**src/rtl/irq_pkg.sv**
```systemverilog
package irq_pkg;
  localparam int unsigned NSRC = 5;
  localparam int unsigned NEXT = 2;
  localparam int unsigned VW   = $clog2(NSRC);
  localparam int unsigned EW   = NSRC + 1;
  localparam int unsigned SER_IDX = NSRC - 1;

  typedef enum logic [VW-1:0] {
    SRC_EXT_A = 3'd0,
    SRC_TMR_A = 3'd1,
    SRC_EXT_B = 3'd2,
    SRC_TMR_B = 3'd3,
    SRC_SER   = 3'd4
  } src_e;
endpackage

```
**src/rtl/irq_ext_src.sv**
```systemverilog
module irq_ext_src #(
  parameter int unsigned SYNC_STAGES = 2
) (
  input  logic clk,
  input  logic rst_n,
  input  logic pin_n,
  input  logic edge_mode,
  input  logic vec_clr,
  output logic pend_o
);
  localparam int unsigned MSB = SYNC_STAGES - 1;

  logic [SYNC_STAGES-1:0] sync_q;
  logic                   prev_q;
  logic                   flag_q;
  logic                   flag_d;
  logic                   fell;

  assign fell = prev_q & ~sync_q[MSB];

  always_comb begin
    flag_d = flag_q;
    if (!edge_mode)  flag_d = 1'b0;
    else if (fell)   flag_d = 1'b1;
    else if (vec_clr) flag_d = 1'b0;
  end

  always_ff @(posedge clk or negedge rst_n) begin
    if (!rst_n) begin
      sync_q <= '1;
      prev_q <= 1'b1;
      flag_q <= 1'b0;
    end else begin
      sync_q <= {sync_q[SYNC_STAGES-2:0], pin_n};
      prev_q <= sync_q[MSB];
      flag_q <= flag_d;
    end
  end

  assign pend_o = edge_mode ? flag_q : ~sync_q[MSB];

  assert_edge_sets_R2: assert property (@(posedge clk) disable iff (!rst_n)
    (edge_mode && fell) |=> (pend_o || !edge_mode));

  assert_edge_clears_R2: assert property (@(posedge clk) disable iff (!rst_n)
    (edge_mode && vec_clr && !fell) |=> !flag_q);
endmodule

```
**src/rtl/irq_flag.sv**
```systemverilog
module irq_flag (
  input  logic clk,
  input  logic rst_n,
  input  logic set_i,
  input  logic clr_i,
  output logic flag_o
);
  logic flag_q;
  logic flag_d;

  always_comb begin
    flag_d = flag_q;
    if (set_i)      flag_d = 1'b1;
    else if (clr_i) flag_d = 1'b0;
  end

  always_ff @(posedge clk or negedge rst_n) begin
    if (!rst_n) flag_q <= 1'b0;
    else        flag_q <= flag_d;
  end

  assign flag_o = flag_q;

  assert_set_wins_R4: assert property (@(posedge clk) disable iff (!rst_n)
    set_i |=> flag_o);
endmodule

```
**src/rtl/irq_arb.sv**
```systemverilog
module irq_arb
  import irq_pkg::*;
(
  input  logic            clk,
  input  logic            rst_n,
  input  logic [NSRC-1:0] cand_i,
  input  logic [NSRC-1:0] pri_i,
  input  logic [1:0]      insvc_i,
  output logic            req_o,
  output logic [VW-1:0]   vec_o,
  output logic            lvl_o
);
  logic [NSRC-1:0] hi;
  logic [NSRC-1:0] lo;

  function automatic logic [VW-1:0] first_idx(input logic [NSRC-1:0] v);
    logic [VW-1:0] idx;
    idx = '0;
    for (int i = NSRC - 1; i >= 0; i--) begin
      if (v[i]) idx = VW'(i);
    end
    return idx;
  endfunction

  assign hi = cand_i & pri_i;
  assign lo = cand_i & ~pri_i;

  always_comb begin
    req_o = 1'b0;
    vec_o = '0;
    lvl_o = 1'b0;
    if (!insvc_i[1]) begin
      if (|hi) begin
        req_o = 1'b1;
        lvl_o = 1'b1;
        vec_o = first_idx(hi);
      end else if (!insvc_i[0] && (|lo)) begin
        req_o = 1'b1;
        vec_o = first_idx(lo);
      end
    end
  end

  assert_req_enabled_R6: assert property (@(posedge clk) disable iff (!rst_n)
    req_o |-> cand_i[vec_o]);

  assert_hi_blocks_all_R10: assert property (@(posedge clk) disable iff (!rst_n)
    insvc_i[1] |-> !req_o);

  assert_lo_only_hi_R9: assert property (@(posedge clk) disable iff (!rst_n)
    (req_o && insvc_i[0]) |-> lvl_o);
endmodule

```
**src/rtl/prio_irq_ctrl.sv**
```systemverilog
module prio_irq_ctrl
  import irq_pkg::*;
#(
  parameter int unsigned SYNC_STAGES = 2
) (
  input  logic            clk,
  input  logic            rst_n,
  input  logic [NEXT-1:0] ext_n_i,
  input  logic [NEXT-1:0] tmr_ovf_i,
  input  logic            ser_tx_done_i,
  input  logic            ser_rx_done_i,
  input  logic            ser_rx_err_i,
  input  logic            ser_clr_i,
  input  logic            en_we_i,
  input  logic [EW-1:0]   en_wdata_i,
  input  logic            pri_we_i,
  input  logic [NSRC-1:0] pri_wdata_i,
  input  logic            mode_we_i,
  input  logic [NEXT-1:0] mode_wdata_i,
  input  logic            ack_i,
  input  logic            reti_i,
  output logic            irq_req_o,
  output logic [VW-1:0]   irq_vec_o,
  output logic            irq_lvl_o,
  output logic [NSRC-1:0] pend_o,
  output logic [1:0]      insvc_o
);
  logic [EW-1:0]   en_q,   en_d;
  logic [NSRC-1:0] pri_q,  pri_d;
  logic [NEXT-1:0] mode_q, mode_d;
  logic [1:0]      insvc_q, insvc_d;

  logic            acc;
  logic [NSRC-1:0] vec_hit;
  logic [NSRC-1:0] cand;
  logic            ser_set;

  assign acc     = ack_i & irq_req_o;
  assign vec_hit = acc ? (NSRC'(1) << irq_vec_o) : '0;
  assign ser_set = ser_tx_done_i | (ser_rx_done_i & ~ser_rx_err_i);

  // next state for configuration and in-service tracking
  always_comb begin
    en_d    = en_we_i   ? en_wdata_i   : en_q;
    pri_d   = pri_we_i  ? pri_wdata_i  : pri_q;
    mode_d  = mode_we_i ? mode_wdata_i : mode_q;
    insvc_d = insvc_q;
    if (reti_i) begin
      if (insvc_q[1]) insvc_d[1] = 1'b0;
      else            insvc_d[0] = 1'b0;
    end
    if (acc) insvc_d[irq_lvl_o] = 1'b1;
  end

  always_ff @(posedge clk or negedge rst_n) begin
    if (!rst_n) begin
      en_q    <= '0;
      pri_q   <= '0;
      mode_q  <= '0;
      insvc_q <= '0;
    end else begin
      en_q    <= en_d;
      pri_q   <= pri_d;
      mode_q  <= mode_d;
      insvc_q <= insvc_d;
    end
  end

  for (genvar g = 0; g < NEXT; g++) begin : g_pair
    irq_ext_src #(.SYNC_STAGES(SYNC_STAGES)) u_ext (
      .clk       (clk),
      .rst_n     (rst_n),
      .pin_n     (ext_n_i[g]),
      .edge_mode (mode_q[g]),
      .vec_clr   (vec_hit[2*g]),
      .pend_o    (pend_o[2*g])
    );
    irq_flag u_tmr (
      .clk    (clk),
      .rst_n  (rst_n),
      .set_i  (tmr_ovf_i[g]),
      .clr_i  (vec_hit[2*g+1]),
      .flag_o (pend_o[2*g+1])
    );
  end

  irq_flag u_ser (
    .clk    (clk),
    .rst_n  (rst_n),
    .set_i  (ser_set),
    .clr_i  (ser_clr_i),
    .flag_o (pend_o[SER_IDX])
  );

  assign cand = pend_o & en_q[NSRC-1:0] & {NSRC{en_q[NSRC]}};

  irq_arb u_arb (
    .clk     (clk),
    .rst_n   (rst_n),
    .cand_i  (cand),
    .pri_i   (pri_q),
    .insvc_i (insvc_q),
    .req_o   (irq_req_o),
    .vec_o   (irq_vec_o),
    .lvl_o   (irq_lvl_o)
  );

  assign insvc_o = insvc_q;

  assert_vec_range_R7: assert property (@(posedge clk) disable iff (!rst_n)
    irq_req_o |-> (irq_vec_o < VW'(NSRC)));

  assert_tmr_ack_clears_R4: assert property (@(posedge clk) disable iff (!rst_n)
    (acc && irq_vec_o == VW'(1) && !tmr_ovf_i[0]) |=> !pend_o[1]);

  assert_rx_err_blocked_R5: assert property (@(posedge clk) disable iff (!rst_n)
    (ser_rx_done_i && ser_rx_err_i && !ser_tx_done_i && !pend_o[SER_IDX])
      |=> !pend_o[SER_IDX]);

  assert_reti_nested_R11: assert property (@(posedge clk) disable iff (!rst_n)
    (reti_i && !ack_i && insvc_q == 2'b11) |=> (insvc_q == 2'b01));

  assert_stray_ack_R12: assert property (@(posedge clk) disable iff (!rst_n)
    (ack_i && !irq_req_o && !reti_i) |=> $stable(insvc_q));
endmodule

```
**config.mk**
```make
export PLATFORM = sky130hd
export DESIGN_NAME = prio_irq_ctrl
export DESIGN_NICKNAME = d
export VERILOG_FILES = /design/src/rtl/irq_pkg.sv /design/src/rtl/irq_ext_src.sv /design/src/rtl/irq_flag.sv /design/src/rtl/irq_arb.sv /design/src/rtl/prio_irq_ctrl.sv
export SDC_FILE = /design/constraint.sdc
export NUM_CORES = 1
export LEC_CHECK = 0
export ABC_AREA = 1
export BUFFER_PORTS_ARGS = -buffer_cell sky130_fd_sc_hd__buf_2
export CAP_MARGIN = 30
export CORE_AREA = 2 2 61 57
export DETAILED_ROUTE_END_ITERATION = 16
export DIE_AREA = 0 0 63 59
export PLACE_DENSITY = 0.73
export SLEW_MARGIN = 20
export SYNTH_ARGS = -nofsm -noshare
export SYNTH_HDL_FRONTEND = slang
export SYNTH_SLANG_ARGS = --single-unit
```
**constraint.sdc**
```tcl
create_clock -name clk -period 1.5 [get_ports clk]
set_input_delay 0.3 -clock clk [delete_from_list [all_inputs] [get_ports clk]]
set_output_delay 0.3 -clock clk [all_outputs]
set_load 0.02 [all_outputs]
```
Yosys cells after proc, flatten, opt, wreduce, memory -nomap -nowiden. Index checks and enable logic that the tools add are counted.

Register bits: 26. Input bits: 28. Word-level logic and storage cells: 78.

$lt $le $gt $ge: 2. Equal/unequal tests: 2. Shift operators: 1. Muxes and demuxes: 38. Bitwise gates (word level): 14. Reduce and logical (&&, ||, !) cells: 8.

Operator list (count): two-way mux 3 bit (13); two-way mux 1 bit (21); bitwise AND 5 bit (4); OR reduction 5 bit (2); != test 3 x 1 -> 1 bit (second input constant) (2); nonzero test 2 bit (3); NOT 5 bit (1); bitwise AND 1 bit (4); two-way mux 2 bit (2); two-way mux 4 bit (1); left shift 1 x 3 -> 4 bit (first input constant) (1); NOT 1 bit (3); logical AND 1 bit (2); < comparator 1 x 2 -> 1 bit (second input constant) (1); bitwise OR 2 bit (1); demux 1 bit (select 1 bit) (1); >= comparator 1 bit (second input constant) (1); zero test 1 bit (1); bitwise OR 1 bit (1).

Longest topological paths before layout. Gate-level depths: netlist of run 1.

Depth in word-level cells: 18. Gate-level depth with buffers: 12.

Cells and area by module. A second synthesis of run 1 with hierarchy kept.

Cells, all modules: 176. Area, all modules: 1302.5 µm².

Modules (own cells, without submodules): prio_irq_ctrl (times used 1, cells an instance 87, area each 686.9 µm², seq. area each 375.4 µm²); irq_ext_src (times used 2, cells an instance 11, area each 133.9 µm², seq. area each 103.8 µm²); irq_arb (times used 1, cells an instance 52, area each 227.7 µm², seq. area each 0.0 µm²); irq_flag (times used 3, cells an instance 5, area each 40.0 µm², seq. area each 25.0 µm²).

Least setup slack after synthesis of run 1. OpenSTA, ideal clock, no wires.

Path kind: register to output. Start: reg g_pair[0].u_ext.sync_q[1]. End: out irq_vec_o[0]. Arrival: 1.388 ns. Data required time: 1.200 ns. Slack: -0.188 ns. Cell stages (with the launch flop): 9. Buffers on the path: 0. Path through: dfstp_2 > o21ai_1 > nand3_2 > nand2_2 > nor2_4 > nand2_4 > o21ai_1 > nand2_2 > inv_1.

Cells in the longest elaborated chain, start to end: 10.

RTL lines: start: declaration (RTL line irq_ext_src.sv:13) `logic [SYNC_STAGES-1:0] sync_q;`; start signal: assignment (RTL line irq_ext_src.sv:34) `sync_q <= {sync_q[SYNC_STAGES-2:0], pin_n};`; NOT 1 bit (*) (RTL line irq_ext_src.sv:40) `assign pend_o = edge_mode ? flag_q : ~sync_q[MSB];`; two-way mux 1 bit (*) (RTL line irq_ext_src.sv:40); net g_pair[0].u_ext.pend_o (RTL line irq_ext_src.sv:9) `output logic pend_o`; bitwise AND 5 bit (*) (2 in series) (RTL line prio_irq_ctrl.sv:95) `assign cand = pend_o & en_q[NSRC-1:0] & {NSRC{en_q[NSRC]}};`; bitwise AND 5 bit (RTL line irq_arb.sv:26) `assign lo = cand_i & ~pri_i;`; OR reduction 5 bit (RTL line irq_arb.sv:37) `end else if (!insvc_i[0] && (|lo)) begin`; logical AND 1 bit (RTL line irq_arb.sv:37); two-way mux 3 bit (RTL line irq_arb.sv:37); two-way mux 3 bit (*) (RTL line irq_arb.sv:33) `if (|hi) begin`; two-way mux 3 bit (*) (RTL line irq_arb.sv:32) `if (!insvc_i[1]) begin`; end: declaration (RTL line prio_irq_ctrl.sv:23) `output logic [VW-1:0] irq_vec_o,`.

Mark *: on every way through the listed nets, which the timed path passes. The rest lies on a longest branch.

Final worst setup path of run 1.
Start: reg g_pair[1].u_ext.sync_q[1]. End: out irq_vec_o[0].

Cells in the longest elaborated chain, start to end: 11.

RTL lines: start: declaration (RTL line irq_ext_src.sv:13); start signal: assignment (RTL line irq_ext_src.sv:34); NOT 1 bit (*) (RTL line irq_ext_src.sv:40); two-way mux 1 bit (*) (RTL line irq_ext_src.sv:40); bitwise AND 5 bit (*) (2 in series) (RTL line prio_irq_ctrl.sv:95); bitwise AND 5 bit (RTL line irq_arb.sv:26); two-way mux 3 bit (3 in series) (RTL line irq_arb.sv:20) `if (v[i]) idx = VW'(i);`; two-way mux 3 bit (RTL line irq_arb.sv:37); two-way mux 3 bit (*) (RTL line irq_arb.sv:33); two-way mux 3 bit (*) (RTL line irq_arb.sv:32).

Mark *: on every way between the ends. The rest lies on a longest branch, timed or not.

==> impl_metrics.ini, run 1 <==
[sta]
skew_ps = 4.26
fin_crit_sh_pct = 138
fin_ws_ps = -563
tightestPinTransition_ps = 577
slew-limit-headroom_pct = 61.5
timing.fmax_ghz = 0.485
hold_viol = 0
rsz0062_at_grt = yes
finalMaxSlewViolations = 0
min_period_ps = 2060
setup_viol = 13
tns_ps = -4230

[global_route]
grt_usage_pct = 18.2
grt_pass1_vias = 1209
grt_max_degree = 27
grt_pass1_wl_um = 5190
grt-ovfl-total = 0
antenna_found_initial = 0

[worst_setup_path]
critical_path.slowest_cell = dfstp_2
ff2ff_setup_slack_ps = -420
cp.arrival_ps = 1760
crit_buf_inv = 2
crit_type = reg2out
end_kind = primary output
cp_top_family = flip-flops
path_cells = o21ai_4, nand3_2, nand2_4, nor2_4, nand2_4, o21ai_4, nand2_4, inv_2, buf_6
critPathMaxFanout = 4
max_stage_delay_ps = 580
crit_path_start_kind = flip-flop
crit_top_cell = nand2_4
cp_data_required_time_ps = 1200

[place]
gp_congestion = 0.873
dpl.hpwl_um = 2340
io_buffers = 39
dpl_cell_area_mm2 = 0.00166

[synth]
synth_area_leaders = dfrtp_1 (38%), dfstp_2 (12%), nand2_1 (9.3%), mux2_2 (5.9%), inv_1 (5.4%)
netlist.area_leader.share_pct = 37.7
ys_ff_latch = 26
yosysMostFrequentCell = nand2_1
synth-seq-area-share_pct = 49.6
ys_warn_count = 0
syn_nets = 175
avgSynthCellArea_um2 = 9.02
synth_top_area_cell = dfrtp_1
async_flop_share_pct = 100
synth.top_cells.by_count = nand2_1 (33), dfrtp_1 (20), inv_1 (19), nor2_1 (9), o21ai_0 (8)
synthCells = 147
synth_cell_type_count = 26
synth_edf_count = 0
syn_area_mm2 = 0.00133
ys.flop_type = dfrtp_1

[finish]
area_delta_synth_final_pct = 48.1
n_antenna_cell = 0
drive_gt1_share_pct = 58.4
nets = 238
design_area_mm2 = 0.00196

[route]
wl_um = 3310
wl_met1_um = 1330
drc = 0
wl_met2_um = 1780
dr.pass1.iters = 4
viasPerCell = 4.73
post_drt_wl_per_cell_um = 13.2
ant_nets = 0
vias = 1188
route.met3.wl_um = 116
dr.max_layer_used = met4
drtIter0Drc = 46

[job]
max_cap_violations = 0

[cts]
clockBufferDepth = 2
cts_tree = yes
cts-htree-levels = 1
clock_latency_ps = 320
cts_buffers = 3
root_buffer = clkbuf_4
clk_transition_reported_paths_ps = 150
cts.sinks = 26

[floorplan]
die_h_um = 59
initial_core_util_pct = 43.9
die_w_um = 63
ios = 40
num_rows = 19
core-area_mm2 = 0.00302
die_area_mm2 = 0.00372

[power_and_ir_drop]
power.density_mw_per_mm2 = 1170
power_leakage_nw = 0.997
ir_drop_mv = 0.672

[run_status]
violations = setup timing
run_status = finished with violations

[hold_path]
hold_class = in2reg
-- cells in the final DEF, fill, tap and decap left out, types with 2 or more instances in the layout --
cell / count
buf_2: 32
nand2_1: 28
buf_4: 19
dfrtp_1: 18
inv_1: 15
buf_6: 13
o21ai_0: 8
mux2_2: 7
nor2_1: 6
nand2_2: 6
inv_2: 6
nand2_4: 6
dfstp_2: 6
nand3_2: 5
nand4_1: 4
nor2_4: 4
o21ai_4: 3
nor2_2: 3
clkbuf_4: 3
o21ai_2: 2
o21bai_1: 2
dfrtp_2: 2
-- logic make-up (layout without fill, tap and decap cells) --
group                  count (synthesis)  in the layout  share of synthesized area [%]
flip-flops                            26             26                           49.6
AO/OA/AOI/OAI                         18             18                           8.02
multiplexers                           7              7                           5.94
buffers and inverters                 28             90                           9.34
AND/OR/NAND/NOR                       68             68                           27.1
-- routing by layer --
metal | up-vias | GRT usage, %
li1 | 589 | -
met3 | 8 | 3.23
met1 | 562 | 21.0
met5 | - | 0
met2 | 29 | 34.2
met4 | 0 | 6.67
-- metrics by stage --
| stage | worst slack [ps] | hold WS [ps] | util, % | total power, mW | cells |
|---|---|---|---|---|---|
| 2_1_floorplan | -58.6 | 4.41 | - | 1.30 | 147 |
| 3_3_place_gp | -201 | 318 | 55.1 | 1.53 | 235 |
| 3_5_place_dp | -242 | 327 | 55.1 | 1.56 | 235 |
| 4_1_cts | -572 | 47.5 | 61.7 | 2.19 | 247 |
| 5_1_grt | -651 | 30.4 | 65.1 | 2.41 | 251 |
| 6_report | -563 | 56.1 | 65.1 | 2.29 | 251 |
-- repair_timing --
action	CTS	global route
pin swaps	5	10
buffers inserted	7	4
gates resized for setup	24	21
endpoints found under the setup margin	12	13
gates cloned	0	0
hold endpoints to repair	20	0
hold buffers	1	0
-- report_power, final --
part           internal [mW]  leakage [nW]  switching, mW  total [mW]
Sequential             0.779         0.296         0.0700       0.849
Combinational          0.459         0.672          0.500       0.959
Clock                  0.270        0.0279          0.217       0.487
-- sequential cells by signal (all words and copies together) (netlist names) --
name	cells
pri_q	5
g_pair.u_ext.flag_q	2
mode_q	2
g_pair.u_ext.prev_q	2
g_pair.u_ext.sync_q	4
u_ser.flag_o	1
en_q	6
insvc_o	2
g_pair.u_tmr.flag_o	2
-- worst paths after layout --
path,depth (start not counted),end,startpoint
worst min register to register,0,g_pair[1].u_ext.sync_q[1],g_pair[1].u_ext.sync_q[0]
min in group asynchronous,2,en_q[2],rst_n
worst max-delay path,9,irq_vec_o[0],g_pair[1].u_ext.sync_q[1]
worst min-delay path,1,g_pair[0].u_ext.sync_q[0],ext_n_i[0]
worst max register to register,12,g_pair[0].u_tmr.flag_o,g_pair[1].u_ext.sync_q[1]
max in group asynchronous,2,mode_q[0],rst_n
-- area by class of cell --
class,count,area (um2)
fill,240,1050
sequential,26,661
multi-input combinational,93,661
timing repair buffer,65,459
inverter,21,78.8
tap,42,52.6
clock inverter,1,30.0
clock buffer,3,22.5
No activity file was read; power rests on OpenSTA's default activity.
==> run 2: changes to the inputs <==
--- a/config.mk
+++ b/config.mk
@@ -12,6 +12,8 @@
 export DETAILED_ROUTE_END_ITERATION = 16
 export DIE_AREA = 0 0 63 59
 export PLACE_DENSITY = 0.73
+export REMOVE_ABC_BUFFERS = 1
+export SETUP_SLACK_MARGIN = 0.3
 export SLEW_MARGIN = 20
 export SYNTH_ARGS = -nofsm -noshare
 export SYNTH_HDL_FRONTEND = slang
==> run 2 against run 1 <==
Net effect:
- the flow still finishes with violations (setup timing)
- cell count up 4.0%
- critical path depth unchanged
- maximum frequency down 4.0%
- clock skew down 2.3 ps
- largest power group unchanged
==> impl_metrics.ini, run 2 (synthesis results as in run 1) <==
[cts]
cts.sinks = 26
cts_buffers = 3
cts_tree = yes
clock_latency_ps = 320
clockBufferDepth = 2
clk_transition_reported_paths_ps = 140
cts-htree-levels = 1
root_buffer = clkbuf_4

[worst_setup_path]
critPathMaxFanout = 4
end_kind = primary output
cp_data_required_time_ps = 1200
reg2regPathDepth = 11
crit_path_start_kind = flip-flop
crit_type = reg2out
cp.arrival_ps = 1850

[place]
gp_congestion = 0.850
dpl_cell_area_mm2 = 0.00165
io_buffers = 39
dpl.hpwl_um = 2320

[route]
wl_um = 3790
viasPerCell = 4.97
post_drt_wl_per_cell_um = 14.5
drtIter0Drc = 50
dr.max_layer_used = met4
wl_met1_um = 1390
vias = 1298
route.met3.wl_um = 135
ant_nets = 0
wl_met2_um = 2130
dr.pass1.iters = 4
drc = 0

[finish]
top_regs = en_q: 6 flops, pri_q: 5 flops, g_pair.u_ext.sync_q: 4 flops
design_area_mm2 = 0.00213
n_antenna_cell = 0
largest_reg_flops = 6
final_common_cell = buf_6
layout_common_cells = buf_6 (32), buf_2 (27), nand2_1 (26)
nets = 248
area_delta_synth_final_pct = 60.8
drive_gt1_share_pct = 61.2
regMostFlops = en_q

[global_route]
grt_usage_pct = 20.3
antenna_found_initial = 0
grt_pass1_vias = 1331
grt_pass1_wl_um = 5790
grt-ovfl-total = 0
grt_max_degree = 27

[run_status]
violations = setup timing
run_status = finished with violations

[sta]
tightestPinTransition_ps = 566
rsz0062_at_grt = yes
finalMaxSlewViolations = 0
fin_crit_sh_pct = 143
tns_ps = -5220
fin_ws_ps = -650
slew-limit-headroom_pct = 62.3
min_period_ps = 2150
setup_viol = 13
skew_ps = 1.98
hold_viol = 0
timing.fmax_ghz = 0.465

[power_and_ir_drop]
total_power_mw = 2.46
power.density_mw_per_mm2 = 1150
power_leakage_nw = 1.07
ir_drop_mv = 0.686

[floorplan]
die_h_um = 59
die_area_mm2 = 0.00372
initial_core_util_pct = 43.9
ios = 40
die_w_um = 63
num_rows = 19
core-area_mm2 = 0.00302

[job]
max_cap_violations = 0

[hold_path]
hold_class = in2reg
hold-path-cell-count = 1
==> run 2: cell count changes in the layout (fill, tap and decap cells not counted), sizes merged <==
cell  previous run  this run
buf             64        74
==> run 2: routing by layer <==
layer	up-vias	track usage, %
met5	-	0
met4	0	12.4
met3	12	2.85
met2	43	38.1
met1	635	21.9
li1	608	-
==> run 2: what timing repair did <==
action	in CTS	in global routing
pin swaps	13	13
setup endpoints to repair	18	18
setup buffers	13	6
resized for setup	49	29
hold buffers	1	0
hold endpoints to repair	20	0
==> run 2: power breakdown <==
group          internal [mW]  total, mW  switching, mW
Combinational          0.579       1.12          0.541
Sequential             0.781      0.856         0.0756
Clock                  0.270      0.479          0.209
Total                   1.63       2.46          0.826
==> run 2: area by class of cell <==
type | count | area, um2
flip-flops and latches | 26 | 662
inverters | 21 | 81.3
repair buffers | 75 | 618
well taps | 42 | 52.6
clock buffers | 3 | 22.5
clock inverters | 1 | 30.0
multi-input cells | 93 | 666
fillers | 219 | 887
==> run 2: per-stage QoR <==
stage	hold slack, ps	instances	utilization, %	setup WS [ps]
after global routing	32.4	261	70.6	-715
after detailed placement	330	237	54.6	-324
final	58.2	261	70.6	-650
after floorplan	4.41	140	-	-395
after CTS	42.8	255	65.5	-557
after global placement	317	237	54.6	-275
==> run 2: critical path: stages, from the launching register on <==
cell     delay (ps)
dfstp_2         580
o21ai_4          80
nand3_2         120
nand2_4          80
nor2_4          140
nand2_4          90
o21ai_4         190
nand2_4          80
inv_2            50
buf_6           100
==> run 2: final timing paths <==
check / startpoint / endpoint / slack [ps]
max in group asynchronous: rst_n / mode_q[1] / 610
min: ext_n_i[0] / g_pair[0].u_ext.sync_q[0] / 60
min reg2reg: g_pair[0].u_ext.sync_q[0] / g_pair[0].u_ext.sync_q[1] / 370
min in group asynchronous: rst_n / pri_q[1] / 480
max reg2reg: g_pair[0].u_ext.sync_q[1] / g_pair[1].u_tmr.flag_o / -410
max: g_pair[0].u_ext.sync_q[1] / irq_vec_o[0] / -650
==> run 3: changes to the inputs <==
--- a/config.mk
+++ b/config.mk
@@ -8,9 +8,9 @@
 export ABC_AREA = 1
 export BUFFER_PORTS_ARGS = -buffer_cell sky130_fd_sc_hd__buf_2
 export CAP_MARGIN = 30
-export CORE_AREA = 2 2 61 57
+export CORE_AREA = 3 3 62 58
 export DETAILED_ROUTE_END_ITERATION = 16
-export DIE_AREA = 0 0 63 59
+export DIE_AREA = 0 0 65 61
 export PLACE_DENSITY = 0.73
 export REMOVE_ABC_BUFFERS = 1
 export SETUP_SLACK_MARGIN = 0.3
==> run 3 against run 2 <==
Net effect:
- the flow still finishes with violations (setup timing)
- sequential share of layout area up 2.2 points
- critical path depth down 2
- non-clock buffer count down 5
- clock-buffer cell count unchanged
- design area down 6.7%
- maximum frequency up 3.5%
- clock power up 1%
- power down 7.6%
- setup slack better by 72 ps
- largest power group unchanged
==> impl_metrics.ini, run 3 (synthesis results as in run 1) <==
[run_status]
run_status = finished with violations
violations = setup timing

[sta]
tightestPinTransition_ps = 570
fin_ws_ps = -577
skew_ps = 5.89
slew-limit-headroom_pct = 62.0
setup_viol = 13
timing.fmax_ghz = 0.481
finalMaxSlewViolations = 0
rsz0062_at_grt = yes
min_period_ps = 2080
fin_crit_sh_pct = 138
hold_viol = 0

[floorplan]
core-area_mm2 = 0.00302
die_h_um = 61
die_w_um = 65
die_area_mm2 = 0.00397
initial_core_util_pct = 43.9
ios = 40
num_rows = 19

[place]
dpl_cell_area_mm2 = 0.00166
placed_cells = 239
dpl.hpwl_um = 2300
io_buffers = 39
gp_congestion = 0.824

[route]
drtIter0Drc = 45
drc = 0
viasPerCell = 4.82
post_drt_wl_per_cell_um = 12.9
vias = 1235
wl_um = 3300
dr.pass1.iters = 4
ant_nets = 0

[finish]
design_area_mm2 = 0.00199
finalNonFillerCells = 256
n_antenna_cell = 0
area_delta_synth_final_pct = 49.9
drive_gt1_share_pct = 56.5
final_common_cell = nand2_1
fillCellCount = 231
top_regs = en_q: 6 flops, pri_q: 5 flops, g_pair.u_ext.sync_q: 4 flops
largest_reg_flops = 6
regMostFlops = en_q
layout_common_cells = nand2_1 (29), buf_2 (27), buf_4 (24)
nets = 243

[cts]
clockBufferDepth = 2
clk_transition_reported_paths_ps = 150
cts_buffers = 3
root_buffer = clkbuf_4
cts-htree-levels = 1
cts.sinks = 26
clock_latency_ps = 330
cts_tree = yes

[global_route]
grt-ovfl-total = 0
grt_usage_pct = 17.4
grt_max_degree = 27
grt_pass1_vias = 1216
grt_pass1_wl_um = 5290
antenna_found_initial = 0

[worst_setup_path]
cp_data_required_time_ps = 1200
path_cells = o21ai_4, nand3_2, nand2_2, buf_6, o211ai_1, nor2_4, buf_6
critPathMaxFanout = 3
critical_path.slowest_cell = dfstp_2
crit_buf_inv = 2
crit_path_start_kind = flip-flop
cp_top_family = flip-flops
end_kind = primary output
crit_top_cell = buf_6
cp.arrival_ps = 1780
crit_type = reg2out
max_stage_delay_ps = 580

[hold_path]
hold_class = in2reg

[power_and_ir_drop]
power_leakage_nw = 1.02
ir_drop_mv = 0.695
power.density_mw_per_mm2 = 1140

[job]
max_cap_violations = 0
run 3: worst paths after layout:
check | from | endpoint | slack (ps) | cells past startpoint
max | g_pair[1].u_ext.sync_q[1] | irq_vec_o[1] | -580 | 7
min | ext_n_i[0] | g_pair[0].u_ext.sync_q[0] | 50 | 1
max reg2reg | g_pair[1].u_ext.sync_q[1] | g_pair[0].u_tmr.flag_o | -400 | 12
min reg2reg | g_pair[0].u_ext.sync_q[0] | g_pair[0].u_ext.sync_q[1] | 370 | 0
max in group asynchronous | rst_n | en_q[5] | 610 | 2
min in group asynchronous | rst_n | insvc_o[1] | 480 | 2
run 3: metrics by stage:
stage / utilization, % / power, mW / hold WS [ps] / TNS (ps) / setup slack (ps)
final: 65.9 / 2.27 / 48.5 / -4240 / -577
after global routing: 65.9 / 2.40 / 13.3 / -5530 / -654
after CTS: 63.2 / 2.18 / 33.3 / -4270 / -552
after detailed placement: 55.1 / 1.52 / 338 / -1940 / -275
after global placement: 55.1 / 1.50 / 324 / -1400 / -218
after floorplan: - / 1.24 / 4.41 / -2320 / -395
run 3: layer usage:
layer	wire, um	vias to the layer above	global-route usage (%)
met1	1340	593	19.9
met5	0	-	0
li1	-	597	-
met3	116	8	2.41
met4	63	0	8.73
met2	1770	37	32.4
run 3: worst register-to-register path, delay by kind of cell (launching register included):
| family | cells | cell delay (ps) |
|---|---|---|
| AOI/OAI and AO/OA | 2 | 210 |
| DFF | 1 | 580 |
| buffers and inverters | 3 | 390 |
| and+or+nand+nor | 7 | 630 |
run 3: cell type report:
class	count	area (um2)	share of cell area, %
sequential	26	662	33.3
multi-input combinational	93	614	30.9
timing repair buffer	70	528	26.6
inverter	21	78.8	3.96
tap	42	52.6	2.64
clock inverter	1	30.0	1.51
clock buffer	3	22.5	1.13
run 3: where the power goes:
group	internal, mW	total, mW	switching, mW
logic	0.469	0.939	0.470
registers	0.779	0.844	0.0654
clock network	0.270	0.485	0.215
run 3: repair_timing:
item | 4_1_cts | 5_1_grt
hold buffers | 1 | 0
setup endpoints to repair | 18 | 18
pin swaps | 14 | 13
resized for setup | 35 | 14
buffers inserted | 8 | 4
hold endpoints to repair | 20 | 0
